--- src/rtl/ts_cap_pkg.sv ---
package ts_cap_pkg;
    localparam int TS_W      = 64;
    localparam int SEQ_W     = 16;
    localparam int EN_W      = 3;
    localparam int WORD_W    = 32;
    localparam int VALID_BIT = 16;
    localparam int N_CHAN    = 2;
    localparam int REGS_PER  = 4;
    localparam int ADDR_W    = $clog2(N_CHAN * REGS_PER);
    localparam logic [EN_W-1:0] EN_ARMED = '1;

    typedef enum logic [1:0] {
        REG_STATUS = 2'd0,
        REG_TS_LO  = 2'd1,
        REG_TS_HI  = 2'd2,
        REG_ENABLE = 2'd3
    } reg_sel_e;

    typedef struct packed {
        logic              valid;
        logic [SEQ_W-1:0]  seq;
        logic [TS_W-1:0]   ts;
        logic [EN_W-1:0]   en;
    } chan_state_t;

    typedef struct packed {
        logic [WORD_W-1:0] status;
        logic [WORD_W-1:0] ts_lo;
        logic [WORD_W-1:0] ts_hi;
        logic [WORD_W-1:0] enable;
    } chan_view_t;
endpackage

--- src/rtl/ts_latch_chan.sv ---
module ts_latch_chan
    import ts_cap_pkg::*;
(
    input  logic              clk,
    input  logic              rst_n,
    input  logic [TS_W-1:0]   time_now,
    input  logic              evt,
    input  logic [SEQ_W-1:0]  seq_in,
    input  logic              wr_status,
    input  logic              wr_enable,
    input  logic              clr_bit,
    input  logic [EN_W-1:0]   en_val,
    output chan_view_t        view
);
    chan_state_t st_d, st_q;
    logic armed, clr_req, take;

    always_comb begin
        st_d    = st_q;
        armed   = (st_q.en == EN_ARMED);
        clr_req = wr_status && clr_bit;
        take    = evt && armed && (!st_q.valid || clr_req);
        if (wr_enable) begin
            st_d.en = en_val;
        end
        if (clr_req) begin
            st_d.valid = 1'b0;
            st_d.seq   = '0;
            st_d.ts    = '0;
        end
        if (take) begin
            st_d.valid = 1'b1;
            st_d.seq   = seq_in;
            st_d.ts    = time_now;
        end
    end

    always_ff @(posedge clk) begin
        if (!rst_n) begin
            st_q <= '0;
        end else begin
            st_q <= st_d;
        end
    end

    always_comb begin
        view        = '0;
        view.status[SEQ_W-1:0] = st_q.seq;
        view.status[VALID_BIT] = st_q.valid;
        view.ts_lo  = st_q.ts[WORD_W-1:0];
        view.ts_hi  = st_q.ts[TS_W-1:WORD_W];
        view.enable[EN_W-1:0] = st_q.en;
    end

    // armed, empty channel latches time and identifier
    assert_capture_R2: assert property (@(posedge clk) disable iff (!rst_n)
        (evt && st_q.en == EN_ARMED && !st_q.valid)
        |=> (st_q.valid && st_q.ts == $past(time_now) && st_q.seq == $past(seq_in)));

    // held value is frozen until a clearing write
    assert_locked_R4: assert property (@(posedge clk) disable iff (!rst_n)
        (st_q.valid && !(wr_status && clr_bit))
        |=> (st_q.valid && $stable(st_q.ts) && $stable(st_q.seq)));

    // a clear without a concurrent capture empties the channel
    assert_clear_R5: assert property (@(posedge clk) disable iff (!rst_n)
        (wr_status && clr_bit && !(evt && st_q.en == EN_ARMED))
        |=> (!st_q.valid && st_q.ts == '0));

    // clear and event in one cycle keeps the new event
    assert_race_R6: assert property (@(posedge clk) disable iff (!rst_n)
        (wr_status && clr_bit && evt && st_q.en == EN_ARMED)
        |=> (st_q.valid && st_q.ts == $past(time_now)));

    // a disarmed, empty channel stays empty
    assert_disarmed_R7: assert property (@(posedge clk) disable iff (!rst_n)
        (!st_q.valid && st_q.en != EN_ARMED) |=> !st_q.valid);
endmodule

--- src/rtl/ts_read_mux.sv ---
module ts_read_mux
    import ts_cap_pkg::*;
(
    input  chan_view_t         views [N_CHAN],
    input  logic [ADDR_W-1:0]  addr,
    output logic [WORD_W-1:0]  rdata
);
    localparam int SEL_W = $clog2(REGS_PER);
    chan_view_t cur;
    reg_sel_e   sel;

    always_comb begin
        cur = views[addr[ADDR_W-1:SEL_W]];
        sel = reg_sel_e'(addr[SEL_W-1:0]);
        unique case (sel)
            REG_STATUS: rdata = cur.status;
            REG_TS_LO:  rdata = cur.ts_lo;
            REG_TS_HI:  rdata = cur.ts_hi;
            REG_ENABLE: rdata = cur.enable;
            default:    rdata = '0;
        endcase
    end
endmodule

--- src/rtl/ts_capture_unit.sv ---
module ts_capture_unit
    import ts_cap_pkg::*;
(
    input  logic               clk,
    input  logic               rst_n,
    input  logic [TS_W-1:0]    time_now,
    input  logic               rx_event,
    input  logic [SEQ_W-1:0]   rx_seq_id,
    input  logic               tx_event,
    input  logic [SEQ_W-1:0]   tx_seq_id,
    input  logic               bus_wr,
    input  logic [ADDR_W-1:0]  bus_addr,
    input  logic [WORD_W-1:0]  bus_wdata,
    output logic [WORD_W-1:0]  bus_rdata
);
    localparam int SEL_W = $clog2(REGS_PER);

    logic              evt_vec [N_CHAN];
    logic [SEQ_W-1:0]  seq_vec [N_CHAN];
    chan_view_t        views   [N_CHAN];
    logic              unused_wdata;

    assign evt_vec[0] = rx_event;
    assign evt_vec[1] = tx_event;
    assign seq_vec[0] = rx_seq_id;
    assign seq_vec[1] = tx_seq_id;
    assign unused_wdata = ^{bus_wdata[WORD_W-1:VALID_BIT+1],
                            bus_wdata[VALID_BIT-1:EN_W]};

    for (genvar c = 0; c < N_CHAN; c++) begin : g_chan
        logic hit;
        assign hit = bus_wr && (bus_addr[ADDR_W-1:SEL_W] == c[ADDR_W-SEL_W-1:0]);

        ts_latch_chan u_chan (
            .clk       (clk),
            .rst_n     (rst_n),
            .time_now  (time_now),
            .evt       (evt_vec[c]),
            .seq_in    (seq_vec[c]),
            .wr_status (hit && bus_addr[SEL_W-1:0] == REG_STATUS),
            .wr_enable (hit && bus_addr[SEL_W-1:0] == REG_ENABLE),
            .clr_bit   (bus_wdata[VALID_BIT]),
            .en_val    (bus_wdata[EN_W-1:0]),
            .view      (views[c])
        );
    end

    ts_read_mux u_mux (
        .views (views),
        .addr  (bus_addr),
        .rdata (bus_rdata)
    );
endmodule

--- config.mk ---
export PLATFORM = sky130hd
export DESIGN_NAME = ts_capture_unit
export DESIGN_NICKNAME = d
export VERILOG_FILES = /design/src/rtl/ts_cap_pkg.sv /design/src/rtl/ts_latch_chan.sv /design/src/rtl/ts_read_mux.sv /design/src/rtl/ts_capture_unit.sv
export SDC_FILE = /design/constraint.sdc
export NUM_CORES = 1
export LEC_CHECK = 0
export BUFFER_PORTS_ARGS = -buffer_cell sky130_fd_sc_hd__buf_2
export CAP_MARGIN = 15
export CORE_ASPECT_RATIO = 1.75
export CORE_UTILIZATION = 55
export CTS_BUF_LIST = sky130_fd_sc_hd__clkbuf_8
export CTS_CLUSTER_DIAMETER = 200
export DETAILED_ROUTE_END_ITERATION = 7
export PLACE_DENSITY = 0.8
export SLEW_MARGIN = 40
export SYNTH_ARGS = -nofsm -noshare
export SYNTH_HDL_FRONTEND = slang
export SYNTH_HIERARCHICAL = 1
export SYNTH_SLANG_ARGS = --single-unit
--- constraint.sdc ---
create_clock -name clk -period 3.2 [get_ports clk]
set_clock_uncertainty 0.15 [all_clocks]
set_input_delay 0.96 -clock clk [delete_from_list [all_inputs] [get_ports clk]]
set_output_delay 0.96 -clock clk [all_outputs]
set_load 0.01 [all_outputs]
==> results.md, run 1 <==
* Status: finished, violations left
* Failing checks: setup timing
* RSZ-0062 raised after global routing: yes
* DP Worst Slack at -418 ps
* Worst Setup Slack, final at -81.4 ps
* Vias in the first global route at 7,443
* Multi-input logic area at between 5000 and 6000 sq um
* Hpwl dp at 14.7 mm
* Max Freq at approximately 300 MHz
* Tmin final at 3280 ps
* Wire per inst at 18.5 microns
* Yosys warns at 6
* Fill count at roughly 1,300
* Pwr Density at about 400 nW/um^2
* Post-synth top cells: 324 x nand2_1, 168 x dfxtp_1, 166 x mux2i_1
* I/O pins at ~170
* Num rows at 63
* Leading post-synthesis cells by cell area: dfxtp_1 35%, mux2i_1 18%, nand2_1 13%
* Register area at 3360 sq um
* Synth Flop Type: dfxtp_1
* Worst-Skew Late Latency at 470 ps
* P&R area growth vs syn at 16.2%
* Total GRT Usage at 27.9%
* Hold Fails Final Rpt at 0
* Fin crit share at 103%
* PortBufs at roughly 140
* VDD IR-drop max at 0.392 mV
* Vias at 7,105
* Die Span Y at approximately 180 microns
* Root buffer cell: clkbuf_8
* Class of the worst hold path: reg2reg
* CTS tree: built
* # nets final at around 1,200
* Layout cells sized above 1 at 28.7%
* Syn avg cell area at between 10 and 15 sq um
* CORE AREA at 16,900 sq um
* Clock-pin slew on the worst setup and hold paths at around 80 ps
* Routability cong. at 0.778
* Worst-path maximum fanout at 7
* Crit path required time at 2090 ps
* First-pass GRT wire length at 37.4 mm
* EDFF count, synth at 0
* Clock Sinks at 168
* WP data arrival at 2170 ps
* Endpoints failing setup at 32
* Synth Register Bits at 168
* Crit path capture type: output pin
* Largest register FFs at 168
* Initial Util at about 56%
* Setup crit start kind: primary input
* Worst hold slack at a little over 300 ps
* Initial antenna violation count at 10
* DRT Pass-1 Iters at 5
* Yosys top cell area share at 35.4%
* Antenna Nets Post-Route at 0
* WL final at 24.2 mm
* Max-cap violation count at 0
* Pin count of the biggest net entering global routing at approximately 110
* Starting DRT DRC Count at between 300 and 400
* Syn Std Cell Area at ~9500 sq um
* Leakage at between 0.004 and 0.005 uW
* Gr ovfl total at 0
* Sequential area share after synthesis at 35.4%
* Die X at between 100 and 150 microns
* R2r setup slk at 1450 ps
* Cells after synthesis at 934
* Deepest clock path buffer count at 2
* Post-synthesis async set-or-reset flop share at 0%
* Yosys cell types at 20
* Num CTS Buffers at 17
* Post-synth top area cell: dfxtp_1
* Slew Limit Fails at 0
* Htree depth at 4
* Vias/cell at 5.44
* DRC viols at 0
* Die area at 17,800 sq um
* Kind of critical path: in2out
* Cell with the most instances after synthesis: nand2_1
[critical path, stage by stage]
cell and delay [ps]:
buf_16 140, buf_8 120, mux4_2 520, mux2_4 300
buf_6 120
[per-stage QoR]
| step | utilization, % | power (uW) | TNS [ps] | area [sq um] | instances |
|---|---|---|---|---|---|
| 6_report | 65.1 | 4440 | -1430 | 11000 | 1306 |
| 5_1_grt | 65.1 | 4580 | -2140 | 11000 | 1306 |
| 4_1_cts | 64.9 | 4450 | -2130 | 11000 | 1299 |
| 3_5_place_dp | 59.5 | 2610 | -11200 | 10100 | 1254 |
| 3_3_place_gp | 59.5 | 2600 | -10940 | 10100 | 1254 |
| 2_1_floorplan | - | 2500 | 0 | 9810 | 1020 |
[layer usage]
metal	GRT usage (%)	vias up	part of all wire [%]
li1	-	3265	-
met1	29.9	3515	37
met3	5.77	62	5.2
met5	0	-	0.054
met2	49.5	261	54
met4	16.5	2	3.6
[final cells by class]
cell class | count | area share, %
clock inverters | 13 | 1.84
diodes | 9 | 0.204
flip-flops and latches | 168 | 30.5
clock buffers | 19 | 2.37
well taps | 227 | 2.57
repair buffers | 178 | 14.3
multi-input cells | 692 | 48.2
[cells by family (layout without fill, tap and decap cells)]
logic type      Yosys count  count (layout)  share of synthesized area (%)
compound gates            6               6                          0.422
simple gates            336             336                           13.8
other cells               2              97                         0.0791
mux                     262             262                           38.1
flops                   168             168                           35.4
buf+inv                 160             210                           12.2
[cells in the final DEF, fill, tap and decap left out, drive strengths merged, types with 2 or more instances in the layout]
cell    instances
nand2         324
buf           177
dfxtp         168
mux2i         166
conb           88
mux4           64
mux2           32
clkbuf         19
diode           9
nor2b           6
clkinv          6
bufinv          5
a21boi          4
inv             2
nand4           2
a21oi           2
[repair_timing]
action,CTS,global route
setup buffers,6,0
hold buffers,0,0
gates resized for setup,104,23
endpoints found under the setup margin,32,32
cloned,7,0
[final timing paths]
check,endpoint,start,cells past startpoint
worst min-delay path,g_chan[1].u_chan/view[42],g_chan[1].u_chan/view[42],2
worst min register to register,g_chan[1].u_chan/view[42],g_chan[1].u_chan/view[42],2
worst max register to register,g_chan[0].u_chan/view[36],g_chan[0].u_chan/view[1],4
worst max-delay path,bus_rdata[2],bus_addr[2],5
[report_power, final]
group	internal, uW	switching (uW)	total, uW
Clock	967	795	1760
Sequential	2090	1.40	2090
Combinational	301	285	586
Note: power is estimated with default switching activity, not from simulation.
==> run 2: changes to the inputs <==
- PLACE_DENSITY: 0.8 -> 0.78
- SKIP_LAST_GASP: default -> 1
==> results.md, run 2 (same netlist as run 1, synthesis figures left out) <==
* Endpoints failing setup at 29
* Die Span Y at 176 microns
* R2R cell count at 4
* Num CTS Buffers at 17
* PortBufs at 139
* Multi-input logic area at 5280 sq um
* Gr ovfl total at 0
* Worst setup path start: bus_addr[2]
* Crit-path max cell delay at 500 ps
* Routed met3 length at 1.01 mm
* Slew Limit Fails at 0
* Clock Sinks at 168
* Tmin final at 3300 ps
* Fin crit share at 103%
* Num rows at 63
* Vias at 6,925
* Max Freq at 303 MHz
* Total power draw at 4290 uW
* Hold Buf Count CTS at 0
* Setup_tns at -1670 ps
* RSZ-0062 raised after global routing: yes
* WP data arrival at 2190 ps
* Deepest clock path buffer count at 2
* Hold Crit Depth at 2
* Failing checks: setup timing
* Setup crit start kind: primary input
* Dpl cell area at 10,100 sq um
* Crit-path leading delay family: multiplexers
* Hpwl dp at ~14 mm
* Crit path depth at 5
* Max-cap violation count at 0
* Leakage at between 0.004 and 0.005 uW
* Initial antenna violation count at 3
* Routed wl met2 at 12.3 mm
* Die area at approximately 18,000 sq um
* Slew headroom at 57.5%
* Wire per inst at about 18 microns
* Antenna Nets Post-Route at 0
* Hold path endpoint: g_chan[0].u_chan/view[40]
* Design area at 10,900 sq um
* Crit path capture type: output pin
* Clock-pin slew on the worst setup and hold paths at 90 ps
* Routability cong. at 0.761
* Buffer and inverter count on the worst path at 3
* Most common cell after layout, fill and taps aside: nand2_1
* DRC viols at 0
* Status: finished, violations left
* R2r setup slk at 1490 ps
* Htree depth at 4
* Hold Fails Final Rpt at 0
* Critical Path, Cell by Cell: buf_16 > clkbuf_16 > mux4_2 > mux2_2 > buf_6
* Total GRT Usage at 26.1%
* Register area at 3360 sq um
* DRT Pass-1 Iters at 5
* Root buffer cell: clkbuf_8
* Fill count at roughly 1,400
* Largest register FFs at roughly 170
* Initial Util at between 50 and 60%
* Worst-path maximum fanout at 8
* P&R area growth vs syn at 15.1%
* CTS tree: built
* Worst Setup Slack, final at -98.7 ps
* Commonest non-fill, non-tap cells in the layout: 324 x nand2_1, 168 x dfxtp_1, 166 x mux2i_1
* Vias in the first global route at 7,081
* Slowest stage cell, crit path: mux4_2
* I/O pins at 168
* Layout cells sized above 1 at 28.7%
* Metal-1 WL at 8.93 mm
* VDD IR-drop max at 0.324 mV
* Critical hold path startpoint: g_chan[0].u_chan/view[40]
* Tightest Pin Transition at approximately 640 ps
* Die X at 101 microns
* Worst hold slack at slightly above 300 ps
* CORE AREA at 16,900 sq um
* Crit path required time at 2090 ps
* Vias/cell at 5.34
* R2R Path End: g_chan[0].u_chan/view[92]
* Highest layer used for signal routing: met4
* Origin of the critical flop-to-flop path: g_chan[0].u_chan/view[1]
* WL final at 22.8 mm
* # nets final at approximately 1,200
* Kind of critical path: in2out
* Starting DRT DRC Count at 370
* Pin count of the biggest net entering global routing at 140
* DP Worst Slack at -545 ps
* Class of the worst hold path: reg2reg
* Pwr Density at 392 nW/um^2
* Worst-Skew Late Latency at around 460 ps
* First-pass GRT wire length at 35.3 mm
## run 2: routing by layer
metal  up-vias  track usage [%]
met4         0             12.3
met3        45             5.09
met2       219             46.9
li1       3250                -
met5         -                0
met1      3411             29.0
## run 2: repair_timing
item | 4_1_cts | 5_1_grt
buffers inserted | 0 | 1
resized for setup | 55 | 57
cloned | 5 | 2
setup endpoints to repair | 32 | 32
## run 2: how the worst max path moves through the flow
stage                         end
floorplan           bus_rdata[11]
global placement     bus_rdata[1]
detailed placement  bus_rdata[29]
CTS                 bus_rdata[22]
global route        bus_rdata[19]
finish               bus_rdata[9]
## run 2: power by group
group	total, uW	internal, uW	switching [uW]	leakage (uW)
Sequential	2090	2090	1.42	0.00135
Clock	1620	799	825	0.000213
Combinational	570	291	279	0.00273
## run 2: layout make-up
cell class	count	area share (%)
multi-input combinational	692	48.3
sequential	168	30.8
timing repair buffer	176	14.4
tap	227	2.60
clock buffer	18	2.27
clock inverter	14	1.56
antenna	3	0.0687
## run 2: worst min-delay path, stage by stage, from the launching register on
cell and delay, ps:
dfxtp_1 320, nand2_1 50, mux2i_1 50
## run 2: per-stage QoR
step / cells / utilization [%]
detailed placement: 1255 / 59.7
global placement: 1255 / 59.7
finish: 1298 / 64.5
CTS: 1292 / 63.3
floorplan: 1020 / -
global route: 1298 / 64.5
==> run 3: changes to the inputs <==
==> constraint.sdc (replaced) <==
create_clock -name clk -period 3.2 [get_ports clk]
set_clock_uncertainty 0.15 [all_clocks]
set_input_delay 0.48 -clock clk [delete_from_list [all_inputs] [get_ports clk]]
set_output_delay 0.48 -clock clk [all_outputs]
set_load 0.01 [all_outputs]
==> results.md, run 3 (same netlist as run 1, synthesis figures left out) <==
* Status: finished clean
* RSZ-0062 raised after global routing: no
* Num CTS Buffers at 17
* PostCTS Resize Cnt at 0
* Max-cap violation count at 0
* Fin crit share at about nine tenths
* Antenna Nets Post-Route at 0
* I/O pins at 168
* Commonest non-fill, non-tap cells in the layout: 324 x nand2_1, 168 x dfxtp_1, 166 x mux2i_1
* Die area at 17,800 sq um
* Num rows at 63
* Die X at slightly above 100 microns
* Starting DRT DRC Count at 301
* Wire per inst at 16.5 microns
* CTS tree: built
* Critical Path, Cell by Cell: buf_4 > buf_12 > mux4_1 > mux2_2 > buf_2
* P&R area growth vs syn at 9.19%
* Pin count of the biggest net entering global routing at between 100 and 150
* Crit path capture type: output pin
* First-pass GRT wire length at 33.9 mm
* Hold Crit Depth at 3
* DRT Pass-1 Iters at 4
* Die Span Y at 176 microns
* Crit path required time at 2570 ps
* Root buffer cell: clkbuf_8
* Layout cells sized above 1 at a little under a quarter
* Largest register FFs at 168
* R2r setup slk at 1380 ps
* Number of setup buffers added after CTS at 0
* Setup_tns at 0 ps
* PortBufs at 139
* Worst-path maximum fanout at 32
* R2R cell count at 4
* Clock-pin slew on the worst setup and hold paths at approximately 90 ps
* Gr ovfl total at 0
* Vias at around 6,800
* Hold Fails Final Rpt at 0
* Fill count at 1,444
* Setup crit start kind: primary input
* R2R Path End: g_chan[1].u_chan/view[37]
* DRC viols at 0
* Register area at approximately 3400 sq um
* Leakage at 0.00421 uW
* WP data arrival at 2280 ps
* Hold Buf Count CTS at 0
* Total GRT Usage at approximately 25%
* Final core utilization at 61.2%
* Routability cong. at between 0.7 and 0.8
* Slew Limit Fails at 0
* Slowest stage cell, crit path: mux4_1
* CORE AREA at roughly 17,000 sq um
* Multi-input logic area at 5340 sq um
* Kind of critical path: in2out
* Class of the worst hold path: in2reg
* Crit-path max cell delay at 620 ps
* Deepest clock path buffer count at 2
* VDD IR-drop max at 0.326 mV
* Worst Setup Slack, final at 289 ps
* Tmin final at 2910 ps
* # nets final at 1,173
* Hold path endpoint: g_chan[0].u_chan/view[104]
* Pwr Density at 388 nW/um^2
* Initial antenna violation count at 4
* Tightest Pin Transition at 680 ps
* Hpwl dp at 13.9 mm
* Htree depth at 4
* Most common cell after layout, fill and taps aside: nand2_1
* Worst-Skew Late Latency at 460 ps
* Slew headroom at 54.7%
* Critical hold path startpoint: rx_seq_id[8]
* Endpoints failing setup at 0
* WL final at 21.1 mm
* Max Freq at 344 MHz
* Origin of the critical flop-to-flop path: g_chan[1].u_chan/view[0]
* DP Worst Slack at 275 ps
* Vias in the first global route at just over 7,000
* Vias/cell at 5.29
* Clock Sinks at roughly 170
* Initial Util at a little under three fifths
-- run 3: area by class of cell --
class | count | area share, %
diodes | 3 | 0.0724
clock buffers | 21 | 2.79
clock inverters | 11 | 0.942
multi-input cells | 692 | 51.5
flip-flops and latches | 168 | 32.5
well taps | 227 | 2.74
repair buffers | 158 | 9.47
-- run 3: worst max-delay path: cells and delay by family --
family / cells / cell delay (ps)
buffers and inverters: 3 / 870
muxes: 2 / 920
-- run 3: how the worst max path moves through the flow --
stage                      from            end  slack [ps]  depth (start not counted)
floorplan           bus_addr[2]  bus_rdata[11]         970                          4
global placement    bus_addr[2]  bus_rdata[11]         300                          5
detailed placement  bus_addr[2]  bus_rdata[11]         280                          5
CTS                 bus_addr[2]  bus_rdata[11]         270                          5
global route        bus_addr[2]  bus_rdata[11]         250                          5
finish              bus_addr[2]  bus_rdata[11]         290                          5
-- run 3: power breakdown --
| part | leakage [uW] | switching, uW | internal [uW] |
|---|---|---|---|
| logic | 0.00267 | 246 | 201 |
| clock network | 0.000184 | 791 | 694 |
| registers | 0.00135 | 1.28 | 2090 |
| total | 0.00421 | 1040 | 2980 |
-- run 3: layer usage --
layer,track usage (%),wire [microns],up-vias
li1,-,-,3249
met1,27.1,8330,3307
met2,44.7,11200,168
met3,4.81,902,48
met4,13.0,712,0
met5,0,0,-
-- run 3: metrics by stage --
step	area [sq um]	instances	hold WS [ps]	total power, uW
floorplan	9810	1020	280	2500
global placement	9970	1245	287	2580
detailed placement	9970	1245	294	2590
CTS	10400	1277	71.3	4050
global route	10400	1280	69.9	4180
finish	10400	1280	100	4020
